`config.mk`:
```
export PLATFORM = sky130hd
export DESIGN_NAME = ir_carrier_mod
export DESIGN_NICKNAME = d
export VERILOG_FILES = /design/src/rtl/ir_carrier_pkg.sv /design/src/rtl/ir_tick_div.sv /design/src/rtl/ir_carrier_seq.sv /design/src/rtl/ir_out_stage.sv /design/src/rtl/ir_carrier_mod.sv
export SDC_FILE = /design/constraint.sdc
export NUM_CORES = 1
export LEC_CHECK = 0
export CORE_MARGIN = 1
export CORE_UTILIZATION = 50
export DETAILED_ROUTE_END_ITERATION = 6
export GPL_TIMING_DRIVEN = 0
export PLACE_DENSITY = 0.76
export SYNTH_ARGS = -nofsm -noshare
export SYNTH_HDL_FRONTEND = slang
export SYNTH_SLANG_ARGS = --single-unit
```
`constraint.sdc`:
```
create_clock -name clk -period 1.8 [get_ports clk]
set_clock_uncertainty 0.05 [all_clocks]
set_input_delay 0.36 -clock clk [delete_from_list [all_inputs] [get_ports clk]]
set_output_delay 0.36 -clock clk [all_outputs]
set_load 0.1 [all_outputs]
```
`src/rtl/ir_carrier_pkg.sv`:
```
package ir_carrier_pkg;
    localparam int IRC_DIV_W   = 16;
    localparam int IRC_PHASE_W = 4;

    // A zero divider value is mapped to one so the counter never stalls.
    function automatic logic [IRC_DIV_W-1:0] irc_fix_div(input logic [IRC_DIV_W-1:0] v);
        return (v == '0) ? IRC_DIV_W'(1) : v;
    endfunction
endpackage

```
`src/rtl/ir_tick_div.sv`:
```
module ir_tick_div
    import ir_carrier_pkg::*;
#(
    parameter int DIV_W = IRC_DIV_W
) (
    input  logic             clk,
    input  logic             rst_n,
    input  logic             wr_i,
    input  logic [DIV_W-1:0] val_i,
    output logic             tick_o
);
    localparam logic [DIV_W-1:0] DIV_RST  = '1;
    localparam logic [DIV_W-1:0] DIV_ZERO = '0;
    localparam logic [DIV_W-1:0] DIV_ONE  = DIV_W'(1);

    typedef struct packed {
        logic             half;
        logic [DIV_W-1:0] load;
        logic [DIV_W-1:0] cnt;
        logic             tick;
    } div_st_t;

    div_st_t st_d, st_q;
    logic [DIV_W-1:0] wr_fixed;

    always_comb begin
        wr_fixed = (val_i == DIV_ZERO) ? DIV_ONE : val_i;
        st_d      = st_q;
        st_d.tick = 1'b0;
        st_d.half = ~st_q.half;
        if (wr_i) begin
            st_d.load = wr_fixed;
            st_d.cnt  = wr_fixed;
            st_d.half = 1'b0;
        end else if (st_q.half) begin
            if (st_q.cnt == DIV_ZERO) begin
                st_d.cnt  = st_q.load;
                st_d.tick = 1'b1;
            end else begin
                st_d.cnt = st_q.cnt - DIV_ONE;
            end
        end
    end

    always_ff @(posedge clk or negedge rst_n) begin
        if (!rst_n) begin
            st_q.half <= 1'b0;
            st_q.load <= DIV_RST;
            st_q.cnt  <= DIV_RST;
            st_q.tick <= 1'b0;
        end else begin
            st_q <= st_d;
        end
    end

    assign tick_o = st_q.tick;
endmodule

```
`src/rtl/ir_carrier_seq.sv`:
```
module ir_carrier_seq
    import ir_carrier_pkg::*;
#(
    parameter int PH_W = IRC_PHASE_W
) (
    input  logic            clk,
    input  logic            rst_n,
    input  logic            tick_i,
    input  logic            mark_i,
    input  logic [PH_W-1:0] duty_i,
    output logic [PH_W-1:0] phase_o,
    output logic            hi_o
);
    localparam logic [PH_W-1:0] PH_ONE = PH_W'(1);

    typedef struct packed {
        logic [PH_W-1:0] phase;
    } seq_st_t;

    seq_st_t st_d, st_q;

    always_comb begin
        st_d = st_q;
        if (!mark_i) begin
            st_d.phase = '0;
        end else if (tick_i) begin
            st_d.phase = st_q.phase + PH_ONE;
        end
    end

    always_ff @(posedge clk or negedge rst_n) begin
        if (!rst_n) begin
            st_q.phase <= '0;
        end else begin
            st_q <= st_d;
        end
    end

    assign phase_o = st_q.phase;
    assign hi_o    = (st_q.phase <= duty_i);
endmodule

```
`src/rtl/ir_out_stage.sv`:
```
module ir_out_stage (
    input  logic clk,
    input  logic rst_n,
    input  logic mod_en_i,
    input  logic mark_i,
    input  logic carrier_hi_i,
    output logic line_o
);
    typedef struct packed {
        logic line;
    } out_st_t;

    out_st_t st_d, st_q;

    always_comb begin
        st_d = st_q;
        if (mod_en_i) begin
            st_d.line = mark_i & carrier_hi_i;
        end else begin
            st_d.line = mark_i;
        end
    end

    always_ff @(posedge clk or negedge rst_n) begin
        if (!rst_n) begin
            st_q.line <= 1'b0;
        end else begin
            st_q <= st_d;
        end
    end

    assign line_o = st_q.line;
endmodule

```
`src/rtl/ir_carrier_mod.sv`:
```
module ir_carrier_mod
    import ir_carrier_pkg::*;
#(
    parameter int DIV_W = IRC_DIV_W,
    parameter int PH_W  = IRC_PHASE_W
) (
    input  logic             clk,
    input  logic             rst_n,
    input  logic             div_wr,
    input  logic [DIV_W-1:0] div_val,
    input  logic [PH_W-1:0]  duty,
    input  logic             mod_en,
    input  logic             mark,
    output logic             tick,
    output logic             ir_out
);
    logic [PH_W-1:0] phase_w;
    logic            hi_w;

    ir_tick_div #(.DIV_W(DIV_W)) u_div (
        .clk    (clk),
        .rst_n  (rst_n),
        .wr_i   (div_wr),
        .val_i  (div_val),
        .tick_o (tick)
    );

    ir_carrier_seq #(.PH_W(PH_W)) u_seq (
        .clk     (clk),
        .rst_n   (rst_n),
        .tick_i  (tick),
        .mark_i  (mark),
        .duty_i  (duty),
        .phase_o (phase_w),
        .hi_o    (hi_w)
    );

    ir_out_stage u_out (
        .clk          (clk),
        .rst_n        (rst_n),
        .mod_en_i     (mod_en),
        .mark_i       (mark),
        .carrier_hi_i (hi_w),
        .line_o       (ir_out)
    );
endmodule

```
# Word-level counts from Yosys, hierarchy flattened
# Cells that the tools add are included.
dict set report totals {
  reg_bits 39
  input_bits 25
  output_inout_bits 2
  wordCells 25
}
dict set report classes {
  addsub 2
  n_lt_le_gt_ge 1
  n_eq_ne 1
  n_mux 10
  bitwise_logic 2
  reduce_logical 3
}
# operator n
set ops {}
lappend ops {{16-bit 2-to-1 mux} 3}
lappend ops {{17-bit 2-to-1 mux} 2}
lappend ops {{16-bit zero test} 2}
lappend ops {{16-bit by 1-bit subtractor with 16-bit output, second input constant} 1}
lappend ops {{4-bit 2-to-1 mux} 2}
lappend ops {{4-bit by 1-bit adder with 4-bit output, second input constant} 1}
lappend ops {{4-bit less-or-equal comparator} 1}
lappend ops {{1-bit 2-to-1 mux} 3}
lappend ops {{2-bit by 1-bit != test with 1-bit output, second input constant} 1}
lappend ops {{2-bit nonzero test} 1}
lappend ops {{1-bit bitwise AND} 1}
lappend ops {{1-bit NOT} 1}

# Longest topological paths before layout
dict set report depth {
  ltp_word 4
  ltp_mapped 8
}

# Cells and area by module
# Synthesis repeated with hierarchy kept, for this count alone.
dict set report unflattened {
  cells_unflattened 231
  area_unflattened_um2 2272.2
}
# mod instances cells_each area_per_inst_um2 seq_area_each_um2
set by_module_without_submodules {}
lappend by_module_without_submodules {ir_tick_div 1 198 1954.4 890.9}
lappend by_module_without_submodules {ir_carrier_seq 1 30 281.5 100.1}
lappend by_module_without_submodules {ir_out_stage 1 3 36.3 25.0}

# Least setup slack after synthesis
# OpenSTA, ideal clock, no wires.
dict set report synth_timing {
  path_type {reg-to-reg}
  from {register u_div.st_q[3] in the netlist's numbering}
  to {register u_div.st_q[8] in the netlist's numbering}
  t_arrival_ns 1.700
  required_time_ns 1.667
  slack_ns -0.033
  stages_incl_launch_ff 8
  n_path_buf 2
  synth_period_minus_slack_ns 1.833
  cell_sequence {dfstp_2 -> buf_6 -> or4_4 -> buf_6 -> nor4_4 -> xnor2_1 -> a21oi_1 -> a221o_1}
}
dict set report synth_via {
  elab_chain_cells 4
  elab_cells_between_ends 5
}
# element line_no
set synth_lines {}
lappend synth_lines {{from (decl)} ir_tick_div.sv:23} ;# div_st_t st_d, st_q;
lappend synth_lines {{from (signal assigned)} ir_tick_div.sv:52} ;# st_q <= st_d;
lappend synth_lines {{16-bit by 1-bit subtractor with 16-bit output / 16-bit zero test (equally long branches)} {ir_tick_div.sv:40, ir_tick_div.sv:36}}
lappend synth_lines {{16-bit 2-to-1 mux (*)} ir_tick_div.sv:36} ;# if (st_q.cnt == DIV_ZERO) begin
lappend synth_lines {{17-bit 2-to-1 mux (*)} ir_tick_div.sv:35} ;# end else if (st_q.half) begin
lappend synth_lines {{16-bit 2-to-1 mux (*)} ir_tick_div.sv:31} ;# if (wr_i) begin
# Mark *: on every way between the ends. The rest lies on a longest branch, timed or not. The select of a mux whose other input is x is not followed.
# A chain may end at the register's enable or synchronous reset.

# Worst setup path after layout
dict set report layout_timing {
  from {register u_div.st_q[1] in the netlist's numbering}
  to {register u_div.st_q[10] in the netlist's numbering}
}
# Same word-level chain as after synthesis.

==> reports/metrics.cfg <==
[power]
peakVddDrop_v = 0.000439
p_comb_share_pct = 19.8
seq_power_share_pct = 53.5
pwr-share-clk_pct = 26.7
switching_power_mw = 0.600
switching_share_pct = 28.6
power_mw = 2.10
intPower_mw = 1.50
leakagePower_nw = 1.06
powerDensity_mw_per_mm2 = 758

[synth]
syn_area_mm2 = 0.00221
avgSynthCellArea_um2 = 10.7
synth_ff_type = dfstp_2
ys_seq_area_share_pct = 45.9
synth_edf_count = 0
synthTopCellsByArea = dfstp_2 (38%), dfrtp_1 (7.9%), mux2_2 (7.6%)
syn_nets = 239
ys_async_sr_fraction_pct = 100
synth.top_cell.area_share_pct = 38.0
yosys_register_bits = 39
synth_warnings = 0
ys_types = 46
synth_largest_area_cell = dfstp_2
postSynthCellCount = 207

[timing]
worst_slack_ns = -0.0827
rsz0062_at_grt = true
setup_viol = 9
fmax_mhz = 531
maxSlewViolCount = 0
hold_viol_final = 0
timing.final.crit_period_ns = 1.88
slew_headroom_pct = 45.5
fin_crit_sh_pct = 105
worst_pin_slew_ns = 0.817

[place]
globalplace.congestion = 0.924
portBuffers = 25
place_area_mm2 = 0.00253
dp_hpwl_um = 3390

[cts]
numCtsBuffers = 5
cts_tree = yes
cts.hold.buffers_added = 0
clkTransAtPathRegs_ns = 0.07
htreeDepth = 2
clock_latency_ns = 0.30
cts.sinks = 39
clockRootBuffer = clkbuf_8
clock_path_buffers = 2

[die]
start_util_pct = 53.8
die_x_um = 68.5
core_area_mm2 = 0.00412
die_h_um = 68.5
io_pins = 27
dieArea_mm2 = 0.00470
num_rows = 23

[drt]
wl_um = 5150
vias = 1775
ant_nets = 0
drt_pass1_iterations = 4
vias_per_cell = 6.00
drt_iter0_drc = 75
drt_drc_violations_left = 0
post_drt_wl_per_cell_um = 17.4

[layout]
final_area_mm2 = 0.00277
layout-drive-gt1-share_pct = 37.0
fillers = 320
nNetsFinal = 278
antenna_cells = 0
multi_input_area_mm2 = 0.00119
regArea_mm2 = 0.00102
syn_to_final_growth_pct = 25.0

[hold_path]
hp-class = input pin to async pin

[setup_path]
path_max_fanout = 5
reg2reg_from = u_div.st_q[1]
startpoint_type = flip-flop
cp_cell_sequence = buf_6 > or4_4 > nor3_2 > xnor2_1 > a21oi_1 > a221o_1
rr_worst_depth = 6
crit_path_end = u_div.st_q[10]
critPathArrivalTime_ns = 2.07
reg2reg_to = u_div.st_q[10]
slowest_stage = or4_4
required_ns = 1.98
cp-startpoint = u_div.st_q[1]
rrSetupSlack_ns = -0.08
slowest_delay_ns = 0.58
path_class = flip-flop to flip-flop
end_kind = flip-flop

[global_routing]
grt_pass1_wl_um = 7970
grt_max_degree = 40
antenna_found_initial = 0
grt_pass1_vias = 1667
grt_usage_pct = 24.7
grt_remaining_overflow = 0

[run]
maxCapViolCount = 0

[status]
failed_checks = negative setup slack
status = finished with violations

## through the flow
| step | hold slack [ns] | setup TNS, ns | utilization [%] | cells | worst slack (ns) |
|---|---|---|---|---|---|
| after CTS | 0.145 | -0.160 | 65.9 | 294 | -0.0419 |
| after global placement | 0.425 | -14.86 | 61.6 | 282 | -0.608 |
| after detailed placement | 0.433 | -3.30 | 61.5 | 282 | -0.353 |
| final | 0.111 | -0.287 | 67.3 | 296 | -0.0827 |
| after global routing | 0.169 | -1.18 | 67.3 | 296 | -0.111 |
| after floorplan | 0.0144 | -0.0495 | - | 207 | -0.0288 |
## cell usage in the layout (no fill, tap or decap), types with 4 or more instances in the layout
master	instances
nor4_1	4
buf_4	4
inv_1	4
o21ai_1	5
nor2_2	4
xnor2_1	8
ha_1	5
clkdlybuf4s50_1	22
dfrtp_1	7
clkbuf_1	7
nor2_1	10
a221o_1	8
o21ai_0	17
a22oi_1	6
dfstp_2	32
mux2_2	15
clkbuf_8	6
a21oi_1	11
nand2_1	7
buf_6	6
## cells in the mapped netlist (2+ instances only)
library cell   n
nand4_1        3
a31oi_1        2
nor4_1         4
xnor2_1        8
nor3_1         3
a221o_1        8
mux2_2        15
a211oi_1       2
nand2_1        7
inv_1          6
clkbuf_1       8
ha_1           7
nor3_2         2
and2_1         3
nor4_2         2
nor2b_1        3
a21oi_1       11
o21ai_1        2
o21ai_0       22
a22oi_1        6
o31ai_1        2
dfrtp_1        7
buf_1          2
nor2_1        14
buf_6          2
nand2b_1       3
dfstp_2       32
mux2i_1        2
xor2_1         2
## power groups by stage
stage	Clock, mW	Sequential, mW	Combinational (mW)
after detailed placement	0	1.11	0.379
after floorplan	0	1.10	0.240
after CTS	0.566	1.12	0.390
after global routing	0.609	1.13	0.451
final	0.560	1.12	0.415
after global placement	0	1.11	0.371
## how the worst min path moves through the flow
stage                              start             end  slack, ns  cells after the start
final                              rst_n    u_out.line_o       0.11                      1
after global routing               rst_n    u_out.line_o       0.17                      1
after CTS                          rst_n    u_out.line_o       0.15                      1
after detailed placement  u_div.st_q[17]  u_div.st_q[17]       0.43                      2
after global placement    u_div.st_q[17]  u_div.st_q[17]       0.43                      2
after floorplan                    rst_n  u_div.st_q[33]       0.01                      0
## routing by layer
metal / global-route usage [%] / vias up / routed length (um)
met1: 31.0 / 856 / 2270
li1: - / 846 / -
met3: 5.76 / 10 / 385
met2: 39.5 / 63 / 2390
met4: 12.5 / 0 / 112
met5: 0 / - / 0
## flip-flops by register name, summed over array words and instances, names as in the netlist
register       flops
u_div.st_q        33
u_div.tick_o       1
u_out.line_o       1
u_seq.phase_o      4
## logic make-up after synthesis
logic type / synth area share (%)
flops: 45.9
xor+xnor: 3.96
mux: 8.54
fa+ha+maj: 3.96
buf+inv: 3.96
compound gates: 18.2
simple gates: 15.5
## layout make-up
type / instances / area share, %
plain buffers: 11 / 2.44
clock buffers: 7 / 2.76
inverters: 6 / 0.814
multi-input cells: 149 / 43.2
flip-flops and latches: 39 / 36.7
well taps: 50 / 2.26
repair buffers: 34 / 11.8
## timing repair
item	4_1_cts	5_1_grt
cloned	1	0
pin swaps	2	5
setup endpoints to repair	19	16
gates resized for setup	21	17
setup buffers	6	2
## critical path: cells and delay by family, from the launching register on
family                    cells  cell delay (ns)
AOI/OAI and AO/OA             2             0.34
DFF                           1             0.39
and+or+nand+nor               2             0.77
xor gates and xnor gates      1             0.14
buffers and inverters         1             0.12
(Power assumes the default switching activity.)
